`src/rtl/sg_pkg.sv`:
```
package sg_pkg;
  localparam int CHAN_W = 8;

  typedef enum logic [1:0] {
    RATE_OFF = 2'd0,
    RATE_56  = 2'd1,
    RATE_64  = 2'd2,
    RATE_64B = 2'd3
  } rate_e;

  typedef struct packed {
    logic              loopDet;
    logic              testRx;
    logic              testTx;
    logic              netLoop;
    logic              localLoop;
    logic              fill;
    rate_e             rate;
    logic [CHAN_W-1:0] chan;
  } slot_cfg_t;

  localparam int CFG_W = $bits(slot_cfg_t);

  typedef struct packed {
    logic dataBit;
    logic fill;
    logic localLoop;
    logic netLoop;
    logic testTx;
    logic testRx;
    logic loopDet;
    logic fast;
  } groom_ctl_t;
endpackage

```
`src/rtl/sg_control.sv`:
```
module sg_control
  import sg_pkg::*;
#(
  parameter int NUM_SLOTS = 32,
  parameter logic [CHAN_W-1:0] FAST_CHAN = 8'd1,
  localparam int SLOT_W = (NUM_SLOTS > 1) ? $clog2(NUM_SLOTS) : 1
) (
  input  logic              clk,
  input  logic              rstN,
  input  logic              fsync,
  input  logic              fastMode,
  input  logic              cfgWe,
  input  logic [SLOT_W-1:0] cfgSlot,
  input  logic [CFG_W-1:0]  cfgWord,
  output groom_ctl_t        ctl,
  output logic [CHAN_W-1:0] chanTag
);
  localparam logic [SLOT_W-1:0] LAST_SLOT = SLOT_W'(NUM_SLOTS - 1);
  localparam logic [2:0] LAST_BIT = 3'd7;

  slot_cfg_t        table_q [NUM_SLOTS];
  slot_cfg_t        cfgQ;
  logic [2:0]       bitCnt;
  logic [SLOT_W-1:0] slotCnt;
  logic [SLOT_W-1:0] nextSlot;
  logic             slotEnd;

  for (genvar g = 0; g < NUM_SLOTS; g++) begin : g_entry
    always_ff @(posedge clk) begin
      if (!rstN) table_q[g] <= '0;
      else if (cfgWe && cfgSlot == SLOT_W'(g)) table_q[g] <= slot_cfg_t'(cfgWord);
    end
  end

  assign slotEnd  = fsync || (bitCnt == LAST_BIT);
  assign nextSlot = (fsync || slotCnt == LAST_SLOT) ? '0 : slotCnt + 1'b1;

  always_ff @(posedge clk) begin
    if (!rstN) begin
      bitCnt  <= '0;
      slotCnt <= '0;
      cfgQ    <= '0;
    end else if (slotEnd) begin
      bitCnt  <= '0;
      slotCnt <= nextSlot;
      cfgQ    <= table_q[nextSlot];
    end else begin
      bitCnt  <= bitCnt + 3'd1;
    end
  end

  always_comb begin
    ctl           = '0;
    ctl.fast      = fastMode;
    if (fastMode) begin
      ctl.dataBit = 1'b1;
    end else begin
      ctl.dataBit   = (cfgQ.rate != RATE_OFF) &&
                      !(cfgQ.rate == RATE_56 && bitCnt == LAST_BIT);
      ctl.fill      = cfgQ.fill;
      ctl.localLoop = cfgQ.localLoop;
      ctl.netLoop   = cfgQ.netLoop;
      ctl.testTx    = cfgQ.testTx;
      ctl.testRx    = cfgQ.testRx;
      ctl.loopDet   = cfgQ.loopDet;
    end
    chanTag = fastMode ? FAST_CHAN : cfgQ.chan;
  end

  assert_frame_restart_R2: assert property (@(posedge clk) disable iff (!rstN)
    fsync |=> (bitCnt == 3'd0 && slotCnt == '0));
  assert_slot_wrap_R2: assert property (@(posedge clk) disable iff (!rstN)
    (!fsync && bitCnt == LAST_BIT && slotCnt == LAST_SLOT) |=> (slotCnt == '0));
  assert_bit_step_R2: assert property (@(posedge clk) disable iff (!rstN)
    (!fsync && bitCnt != LAST_BIT) |=> (bitCnt == $past(bitCnt) + 3'd1 && $stable(slotCnt)));
  assert_cfg_hold_R12: assert property (@(posedge clk) disable iff (!rstN)
    (!fsync && bitCnt != LAST_BIT) |=> $stable(cfgQ));
endmodule

```
`src/rtl/sg_datapath.sv`:
```
module sg_datapath
  import sg_pkg::*;
(
  input  logic       clk,
  input  logic       rstN,
  input  groom_ctl_t ctl,
  input  logic       lineRxBit,
  input  logic       hdlcTxBit,
  input  logic       testTxBit,
  output logic       lineTxBit,
  output logic       hdlcRxBit,
  output logic       hdlcRxValid,
  output logic       hdlcTxReq,
  output logic       testRxBit,
  output logic       testRxValid,
  output logic       loopDetBit,
  output logic       loopDetValid
);
  logic txPayload;
  logic txGroomed;
  logic rxSource;

  always_comb begin
    txPayload = ctl.testTx ? testTxBit : hdlcTxBit;
    txGroomed = (ctl.dataBit && !ctl.fill) ? txPayload : 1'b1;
    rxSource  = ctl.localLoop ? txGroomed : lineRxBit;
    if (ctl.fast) begin
      lineTxBit    = hdlcTxBit;
      hdlcRxValid  = 1'b1;
      hdlcRxBit    = lineRxBit;
      hdlcTxReq    = 1'b1;
      testRxValid  = 1'b0;
      testRxBit    = 1'b0;
      loopDetValid = 1'b0;
      loopDetBit   = 1'b0;
    end else begin
      lineTxBit    = ctl.netLoop ? lineRxBit : txGroomed;
      hdlcRxValid  = ctl.dataBit;
      hdlcRxBit    = ctl.dataBit & rxSource;
      hdlcTxReq    = ctl.dataBit && !ctl.fill && !ctl.testTx;
      testRxValid  = ctl.dataBit && ctl.testRx;
      testRxBit    = testRxValid & rxSource;
      loopDetValid = ctl.dataBit && ctl.loopDet;
      loopDetBit   = loopDetValid & lineRxBit;
    end
  end

  assert_fill_ones_R6: assert property (@(posedge clk) disable iff (!rstN)
    (ctl.fill && !ctl.netLoop && !ctl.fast) |-> (lineTxBit && !hdlcTxReq));
  assert_net_loop_R8: assert property (@(posedge clk) disable iff (!rstN)
    (ctl.netLoop && !ctl.fast) |-> (lineTxBit == lineRxBit));
  assert_idle_bit_R5: assert property (@(posedge clk) disable iff (!rstN)
    (!ctl.dataBit && !ctl.fast) |-> (!hdlcRxValid && !hdlcTxReq && !testRxValid && !loopDetValid));
  assert_fast_pass_R11: assert property (@(posedge clk) disable iff (!rstN)
    ctl.fast |-> (hdlcRxValid && hdlcTxReq && !testRxValid && !loopDetValid
                  && lineTxBit == hdlcTxBit));
endmodule

```
`src/rtl/slot_groomer.sv`:
```
module slot_groomer
  import sg_pkg::*;
#(
  parameter int NUM_SLOTS = 32,
  parameter logic [CHAN_W-1:0] FAST_CHAN = 8'd1,
  localparam int SLOT_W = (NUM_SLOTS > 1) ? $clog2(NUM_SLOTS) : 1
) (
  input  logic              clk,
  input  logic              rstN,
  input  logic              fsync,
  input  logic              fastMode,
  input  logic              cfgWe,
  input  logic [SLOT_W-1:0] cfgSlot,
  input  logic [CFG_W-1:0]  cfgWord,
  input  logic              lineRxBit,
  output logic              lineTxBit,
  output logic              hdlcRxBit,
  output logic              hdlcRxValid,
  input  logic              hdlcTxBit,
  output logic              hdlcTxReq,
  output logic [CHAN_W-1:0] hdlcChan,
  input  logic              testTxBit,
  output logic              testRxBit,
  output logic              testRxValid,
  output logic              loopDetBit,
  output logic              loopDetValid
);
  groom_ctl_t ctl;

  sg_control #(.NUM_SLOTS(NUM_SLOTS), .FAST_CHAN(FAST_CHAN)) control_i (
    .clk(clk), .rstN(rstN), .fsync(fsync), .fastMode(fastMode),
    .cfgWe(cfgWe), .cfgSlot(cfgSlot), .cfgWord(cfgWord),
    .ctl(ctl), .chanTag(hdlcChan)
  );

  sg_datapath datapath_i (
    .clk(clk), .rstN(rstN), .ctl(ctl),
    .lineRxBit(lineRxBit), .hdlcTxBit(hdlcTxBit), .testTxBit(testTxBit),
    .lineTxBit(lineTxBit), .hdlcRxBit(hdlcRxBit), .hdlcRxValid(hdlcRxValid),
    .hdlcTxReq(hdlcTxReq), .testRxBit(testRxBit), .testRxValid(testRxValid),
    .loopDetBit(loopDetBit), .loopDetValid(loopDetValid)
  );
endmodule

```
`config.mk`:
```
export PLATFORM = sky130hd
export DESIGN_NAME = slot_groomer
export DESIGN_NICKNAME = d
export VERILOG_FILES = /design/src/rtl/sg_pkg.sv /design/src/rtl/sg_control.sv /design/src/rtl/sg_datapath.sv /design/src/rtl/slot_groomer.sv
export SDC_FILE = /design/constraint.sdc
export NUM_CORES = 1
export LEC_CHECK = 0
export BUFFER_PORTS_ARGS = -buffer_cell sky130_fd_sc_hd__buf_2
export CAP_MARGIN = 20
export CORE_MARGIN = 2
export CORE_UTILIZATION = 51
export CTS_BUF_LIST = sky130_fd_sc_hd__clkbuf_2
export CTS_CLUSTER_SIZE = 10
export DETAILED_ROUTE_END_ITERATION = 6
export PLACE_DENSITY = 0.67
export RECOVER_POWER = 50
export SYNTH_ARGS = -nofsm -noshare
export SYNTH_HDL_FRONTEND = slang
export SYNTH_SLANG_ARGS = --single-unit
```
`constraint.sdc`:
```
create_clock -name clk -period 7.1 [get_ports clk]
set_input_delay 0.355 -clock clk [delete_from_list [all_inputs] [get_ports clk]]
set_output_delay 0.355 -clock clk [all_outputs]
set_load 0.005 [all_outputs]
```
==> results of run 1 <==
[state kept, by name (all words and copies together) (netlist names)]
signal and count:
control_i.table_q 512, control_i.cfgQ 16, control_i.slotCnt 5, control_i.bitCnt 3
[power breakdown]
| group | leakage (uW) | switching [uW] | internal, uW |
|---|---|---|---|
| Sequential | 0.00508 | 62.2 | 3630 |
| Combinational | 0.00369 | 296 | 110 |
| Clock | 0.00104 | 1310 | 940 |
[through the flow]
| stage | instance area [sq um] | util [%] |
|---|---|---|
| global placement | 26200 | 53.3 |
| CTS | 27900 | 56.7 |
| detailed placement | 26300 | 53.5 |
| finish | 27800 | 56.6 |
| global route | 27800 | 56.6 |
| floorplan | 25500 | - |
[cell families after synthesis]
kind of cell / after synthesis / synth area share, %
buffers and inverters: 199 / 3.36
muxes: 108 / 4.89
and+or+nand+nor: 845 / 18.7
adders and majority gates: 4 / 0.196
AOI/OAI and AO/OA: 379 / 10.7
DFF: 536 / 62.1
xor gates and xnor gates: 2 / 0.0686
[per-layer routing]
| layer | up-vias | part of all wire [%] |
|---|---|---|
| met5 | - | 0.044 |
| met1 | 8875 | 39 |
| met2 | 1147 | 45 |
| met4 | 6 | 3.6 |
| met3 | 172 | 12 |
| li1 | 7881 | - |
[worst min-delay path, cell delays in order]
cell	delay, ns
sky130_fd_sc_hd__dlygate4sd3_1	0.53
sky130_fd_sc_hd__buf_2	0.34
sky130_fd_sc_hd__and2_1	0.25
[cells in the mapped netlist (5+ instances only)]
library cell                instances
sky130_fd_sc_hd__a221o_1           10
sky130_fd_sc_hd__a2bb2oi_1         34
sky130_fd_sc_hd__a2111oi_0          6
sky130_fd_sc_hd__a221oi_1          17
sky130_fd_sc_hd__nand4_1            9
sky130_fd_sc_hd__a211oi_1          17
sky130_fd_sc_hd__a21oi_1           38
sky130_fd_sc_hd__o21ai_0           60
sky130_fd_sc_hd__o211ai_1          34
sky130_fd_sc_hd__o21bai_1           6
sky130_fd_sc_hd__mux2i_1           64
sky130_fd_sc_hd__buf_2             44
sky130_fd_sc_hd__buf_1              9
sky130_fd_sc_hd__nand2_1          111
sky130_fd_sc_hd__buf_6              5
sky130_fd_sc_hd__nor3_1            12
sky130_fd_sc_hd__and2_1           519
sky130_fd_sc_hd__mux2_2            34
sky130_fd_sc_hd__a31oi_1            9
sky130_fd_sc_hd__inv_1              9
sky130_fd_sc_hd__o22ai_1           39
sky130_fd_sc_hd__buf_4              5
sky130_fd_sc_hd__nand2b_1           5
sky130_fd_sc_hd__nor2_1            96
sky130_fd_sc_hd__edfxtp_1         512
sky130_fd_sc_hd__nand3_1           30
sky130_fd_sc_hd__dfxtp_1           24
sky130_fd_sc_hd__and3_1             8
sky130_fd_sc_hd__nor2b_1           19
sky130_fd_sc_hd__o221ai_1          32
sky130_fd_sc_hd__or3_1             14
sky130_fd_sc_hd__o31ai_1            9
sky130_fd_sc_hd__clkbuf_1         127
sky130_fd_sc_hd__mux4_2            10
sky130_fd_sc_hd__o2bb2ai_1         10
sky130_fd_sc_hd__a22oi_1           33
[path summary, 6_finish.rpt]
path                                startpoint                                 endpoint  depth (start not counted)
min reg2reg     control_i.bitCnt[0]$_SDFF_PP0_           control_i.bitCnt[0]$_SDFF_PP0_                          1
max          control_i.slotCnt[0]$_SDFFE_PN0P_          control_i.cfgQ[10]$_SDFFE_PN0P_                          8
max reg2reg  control_i.slotCnt[0]$_SDFFE_PN0P_          control_i.cfgQ[10]$_SDFFE_PN0P_                          8
min                                cfgWord[15]  control_i.table_q[10][15]$_SDFFCE_PN0P_                          3
[final cells by class]
type                       count  share of cell area [%]
clock buffer                 224                    4.03
timing repair buffer         139                    3.24
clock inverter                32                   0.760
tap                          664                    2.99
antenna                        1                 0.00899
sequential                   536                    57.0
multi-input combinational   1338                    31.9
inverter                       9                   0.121
==> implementation parameters, run 1 <==
Parameter                              Value

STA
  Number of hold violations in the final report ... 0
  Maximum clock rate ... 229 MHz
  # setup viols final ... 0
  Summed negative setup slack over all endpoints ... 0 ns
  Tcrit/Tclk final ... 61.4%
  Slew Limit Headroom ... -39.6%
  Setup repair after global routing missed its margin ... false
  Final worst path period need ... 4.36 ns
  Setup slack after layout ... 2.74 ns
  Worst hold slack ... 0.288 ns
  Max-slew violations ... 54
  Slew of the pin with the lowest slew margin ... 2.09 ns
  Final clock skew ... 0.0942 ns

Worst setup path
  Sequence of cells on the critical path ... ha_4, buf_4, nor4b_4, a22oi_1, o21ai_0, mux2i_1, a2111oi_0, a211o_1
  CP required ... 8.36 ns
  Kind of start point of the critical path ... flop
  CP max FO ... 46
  Slowest cell on the critical path ... sky130_fd_sc_hd__nor4b_4
  Crit path buf inv count ... 1
  Setup CP Type ... reg -> reg
  Endpoint type of the worst setup path ... flop
  Worst reg-to-reg setup slack ... 2.74 ns
  Largest stage delay on the critical path ... 0.92 ns
  Endpoint arrival time on the critical path ... 5.61 ns
  Delay-heaviest family, CP ... compound AO/OA/AOI/OAI gates

Clocking
  Count of instances resized after the clock tree is built ... 0
  Total CTS buffers ... 145
  Clock tree from TritonCTS ... done
  Total clock sinks ... 536
  Maximum clock insertion buffer count ... 3
  Cell chosen for the clock root ... sky130_fd_sc_hd__clkbuf_2
  Latest clock arrival within the worst-skew pair ... 1.33 ns
  Hold-fix buffers at CTS ... 26
  Setup bufs post-CTS ... 0
  H-tree level count ... 4
  Reg clk slew, reported paths ... 0.11 ns

Logic synthesis
  Library cell with the largest summed area after synthesis ... sky130_fd_sc_hd__edfxtp_1
  Top post-synthesis cells by area ... sky130_fd_sc_hd__edfxtp_1 60%, sky130_fd_sc_hd__and2_1 13%, sky130_fd_sc_hd__mux2i_1 2.5%
  FFs w/ async S/R, synth ... 0%
  Post-Synthesis Cell Area ... 25500 sq um
  Synth Area per Inst ... 12.3 sq um
  Number of enable flip-flop cells after synthesis ... 512
  Synth unique cells ... 68
  Cells after synthesis ... 2073
  Fraction of post-synthesis cell area in the top cell type by area ... 60.2%
  Total nets after synthesis ... 2106
  Seq/Total Area, Yosys ... 62.1%
  Ys flop type ... sky130_fd_sc_hd__edfxtp_1
  Number of warnings reported in the yosys synthesis log ... 0
  Yosys reg bits ... 536

Outcome
  Violations in the final reports ... max-capacitance violations, max-slew violations
  Run status ... finished, violations left

Floorplanning
  Floorplan row count ... 81
  DIE HEIGHT ... 228 um
  Starting Density ... 51.9%
  Floorplan die area ... 51900 sq um
  Std-Cell Core Area ... 49200 sq um
  Chip Width ... 228 um
  IO Count ... 45

Routing
  Detail Route Antenna Nets ... 0
  Violation count after the first detailed-routing iteration ... 2386
  DRT Pass-1 Iters ... 6
  Number of DRC violations after detailed routing ... 0
  Final Routed Wirelength ... 77.8 mm
  Count of vias placed by the detailed router ... 18.1k
  Per-cell via count in the routed design ... 6.14
  Routed WL per cell ... 26.4 um

Placement
  Post-placement worst setup slack ... 2.73 ns
  Number of buffer cells added on primary ports ... 44
  HPWL reported at the end of detailed placement ... 47.3 mm
  Final weighted congestion in routability-driven placement ... 0.972
  Total placed cells including tap cells ... 2649

Global routing
  Via count of the first global-routing pass ... 17.9k
  Met1 track utilization from global routing ... 39.8%
  All-Layer GR Usage ... 30.1%
  First-pass GRT wire length ... 115 mm
  Initial antenna violation count ... 6
  Most utilized layer in the global route result ... met2
  Fraction of met3 tracks used by global routing ... 10.8%
  Largest net degree at the start of global routing ... 59
  Overflow left after global routing ... 0
  Met2 global-route usage ... 45.5%

Finish
  Count of filler cells inserted in the layout ... 4112
  Storage cell area ... 15900 sq um
  Finished Layout Cells ... 2943
  Share of cells above drive strength 1 ... 16.5%
  Area of combinational cells with multiple inputs ... 8870 sq um
  Most frequent standard cell in the layout excluding fill and tap cells ... sky130_fd_sc_hd__edfxtp_1
  Synth-to-layout area growth ... 9.01%
  Total Nets Final ... 2202
  Commonest cells after routing, fill and taps aside ... 512 x sky130_fd_sc_hd__edfxtp_1, 480 x sky130_fd_sc_hd__and2_1, 224 x sky130_fd_sc_hd__clkbuf_2

Power
  Static leakage ... 0.00981 uW
  Peak supply drop ... 119 uV
  Total power divided by cell area ... 228 nW/um^2
  Total design power ... 6350 uW

Min path
  Hold crit path type ... in -> reg

Run
  # Max-Cap Violations ... 1
Note: power is estimated with default switching activity, not from simulation.
==> run 2: changes to the inputs <==
clock period = 4.1 ns   (was 7.1 ns; I/O delays follow)
==> run 2 against run 1 <==
Compared with the run above: the flow now finishes without violations; clock skew shrank 0.0027 ns; wire length grew 0.34%; non-clock buffer count grew 28; worst hold slack lost 0.10 ns; total power grew 71%; sequential share of layout area shrank 0.35 points; critical path depth grew 3; sequential power grew 73%.
==> implementation parameters, run 2 (synthesized netlist as in run 1, its figures left out) <==
Parameter                              Value

Min path
  Hold crit path type ... in -> reg
  Hold path depth ... 3

Routing
  DRT Pass-1 Iters ... 6
  Detail Route Antenna Nets ... 0
  Number of DRC violations after detailed routing ... 0
  Routed WL per cell ... 26.5 um
  Violation count after the first detailed-routing iteration ... 2019
  Per-cell via count in the routed design ... 6.05
  Count of vias placed by the detailed router ... 17.8k
  Final Routed Wirelength ... 78.0 mm

Power
  Total design power ... 10900 uW
  Clock network fraction of total power ... 34.7%
  Internal power consumption ... 8050 uW
  Gate power share ... 6.5%
  P_sw ... 2800 uW
  Total power divided by cell area ... 388 nW/um^2
  Sequential group share of total power ... 58.9%
  Static leakage ... 0.00985 uW
  Switching fraction of total power ... 25.8%
  Peak supply drop ... 194 uV

Finish
  Commonest cells after routing, fill and taps aside ... 512 x sky130_fd_sc_hd__edfxtp_1, 443 x sky130_fd_sc_hd__and2_1, 207 x sky130_fd_sc_hd__clkbuf_2
  Total Nets Final ... 2225
  Max FFs per register ... 512
  Most frequent standard cell in the layout excluding fill and tap cells ... sky130_fd_sc_hd__edfxtp_1
  Top flop regs ... control_i.table_q x512, control_i.cfgQ x16, control_i.slotCnt x5
  Register ranked first by flip-flop count ... control_i.table_q
  Storage cell area ... 15900 sq um
  Count of filler cells inserted in the layout ... 4170
  Share of cells above drive strength 1 ... 16.2%
  Synth-to-layout area growth ... 9.69%
  Area of combinational cells with multiple inputs ... 8880 sq um

STA
  Number of hold violations in the final report ... 0
  # setup viols final ... 0
  Slew Limit Headroom ... 16.7%
  Maximum clock rate ... 260 MHz
  Tcrit/Tclk final ... 93.9%
  Setup repair after global routing missed its margin ... false
  Slew of the pin with the lowest slew margin ... 1.25 ns
  Final worst path period need ... 3.85 ns
  Final clock skew ... 0.0914 ns
  Summed negative setup slack over all endpoints ... 0 ns
  Max-slew violations ... 0

Placement
  Number of buffer cells added on primary ports ... 44
  Final weighted congestion in routability-driven placement ... 0.954
  HPWL reported at the end of detailed placement ... 48.1 mm

Floorplanning
  DIE HEIGHT ... 228 um
  Std-Cell Core Area ... 49200 sq um
  Floorplan row count ... 81
  IO Count ... 45
  Chip Width ... 228 um
  Floorplan die area ... 51900 sq um
  Starting Density ... 51.9%

Global routing
  Largest net degree at the start of global routing ... 147
  Overflow left after global routing ... 0
  First-pass GRT wire length ... 115 mm
  Via count of the first global-routing pass ... 17.7k
  Initial antenna violation count ... 5
  All-Layer GR Usage ... 30.2%

Worst setup path
  Endpoint type of the worst setup path ... flop
  CP required ... 5.31 ns
  Kind of start point of the critical path ... flop
  CP max FO ... 13
  Endpoint arrival time on the critical path ... 5.05 ns
  Depth of the worst register-to-register path ... 11
  Setup CP Type ... reg -> reg

Clocking
  Reg clk slew, reported paths ... 0.11 ns
  Cell chosen for the clock root ... sky130_fd_sc_hd__clkbuf_2
  H-tree level count ... 4
  Total CTS buffers ... 140
  Maximum clock insertion buffer count ... 3
  Total clock sinks ... 536
  Latest clock arrival within the worst-skew pair ... 1.31 ns
  Setup bufs post-CTS ... 0
  Clock tree from TritonCTS ... done

Outcome
  Run status ... complete, no violations

Run
  # Max-Cap Violations ... 0
## run 2: final timing paths
| path | start | end | slack, ns |
|---|---|---|---|
| worst min register to register | control_i.bitCnt[0]$_SDFF_PP0_ | control_i.bitCnt[0]$_SDFF_PP0_ | 0.43 |
| worst max-delay path | control_i.slotCnt[0]$_SDFFE_PN0P_ | control_i.cfgQ[1]$_SDFFE_PN0P_ | 0.25 |
| worst min-delay path | cfgWord[15] | control_i.table_q[6][15]$_SDFFCE_PN0P_ | 0.19 |
| worst max register to register | control_i.slotCnt[0]$_SDFFE_PN0P_ | control_i.cfgQ[1]$_SDFFE_PN0P_ | 0.25 |
## run 2: what timing repair did
action	CTS	global route
hold buffers	34	0
gates resized for setup	0	2
endpoints found under the hold margin	1047	0
setup endpoints to repair	0	1
## run 2: per-layer routing
metal	share of wire (%)	global-route usage [%]	wire (um)	vias up
met3	10	7.94	7900	177
met4	3.7	13.8	2910	2
li1	-	-	-	7925
met2	46	47.4	36300	1007
met5	0.017	0	13	-
met1	40	39.6	30900	8736
## run 2: layout make-up
cell class	instances	share of cell area (%)
sequential	536	56.6
multi-input combinational	1338	31.7
timing repair buffer	167	4.12
clock buffer	207	3.70
tap	664	2.97
clock inverter	25	0.719
inverter	9	0.121
antenna	3	0.0268
## run 2: worst max-delay path, cell delays in order (launching register included)
cell,delay [ns]
sky130_fd_sc_hd__dfxtp_4,0.37
sky130_fd_sc_hd__ha_4,0.17
sky130_fd_sc_hd__and3_1,0.18
sky130_fd_sc_hd__ha_1,0.34
sky130_fd_sc_hd__buf_4,0.25
sky130_fd_sc_hd__nor3b_1,0.40
sky130_fd_sc_hd__mux2_2,0.49
sky130_fd_sc_hd__buf_4,0.30
sky130_fd_sc_hd__a2111oi_0,0.11
sky130_fd_sc_hd__a221o_1,0.35
sky130_fd_sc_hd__o31a_1,0.28
sky130_fd_sc_hd__dlygate4sd3_1,0.55
## run 2: through the flow
stage | hold slack (ns) | area [sq um] | instances | util [%] | worst slack, ns
finish | 0.188 | 28000 | 2949 | 57.0 | 0.252
global route | 0.0743 | 28000 | 2947 | 57.0 | 0.112
CTS | 0.0390 | 28100 | 2937 | 57.1 | 0.214
detailed placement | 0.415 | 26500 | 2671 | 53.9 | 0.604
global placement | 0.408 | 26400 | 2666 | 53.8 | 0.629
floorplan | 0.398 | 25500 | 2073 | - | 1.27
## run 2: power by group through the flow
stage	Clock (uW)	Sequential, uW	Combinational, uW
6_report	3760	6390	701
5_1_grt	4090	6420	742
4_1_cts	3830	6380	707
3_5_place_dp	0	6510	682
3_3_place_gp	0	6500	670
2_1_floorplan	0	6470	382
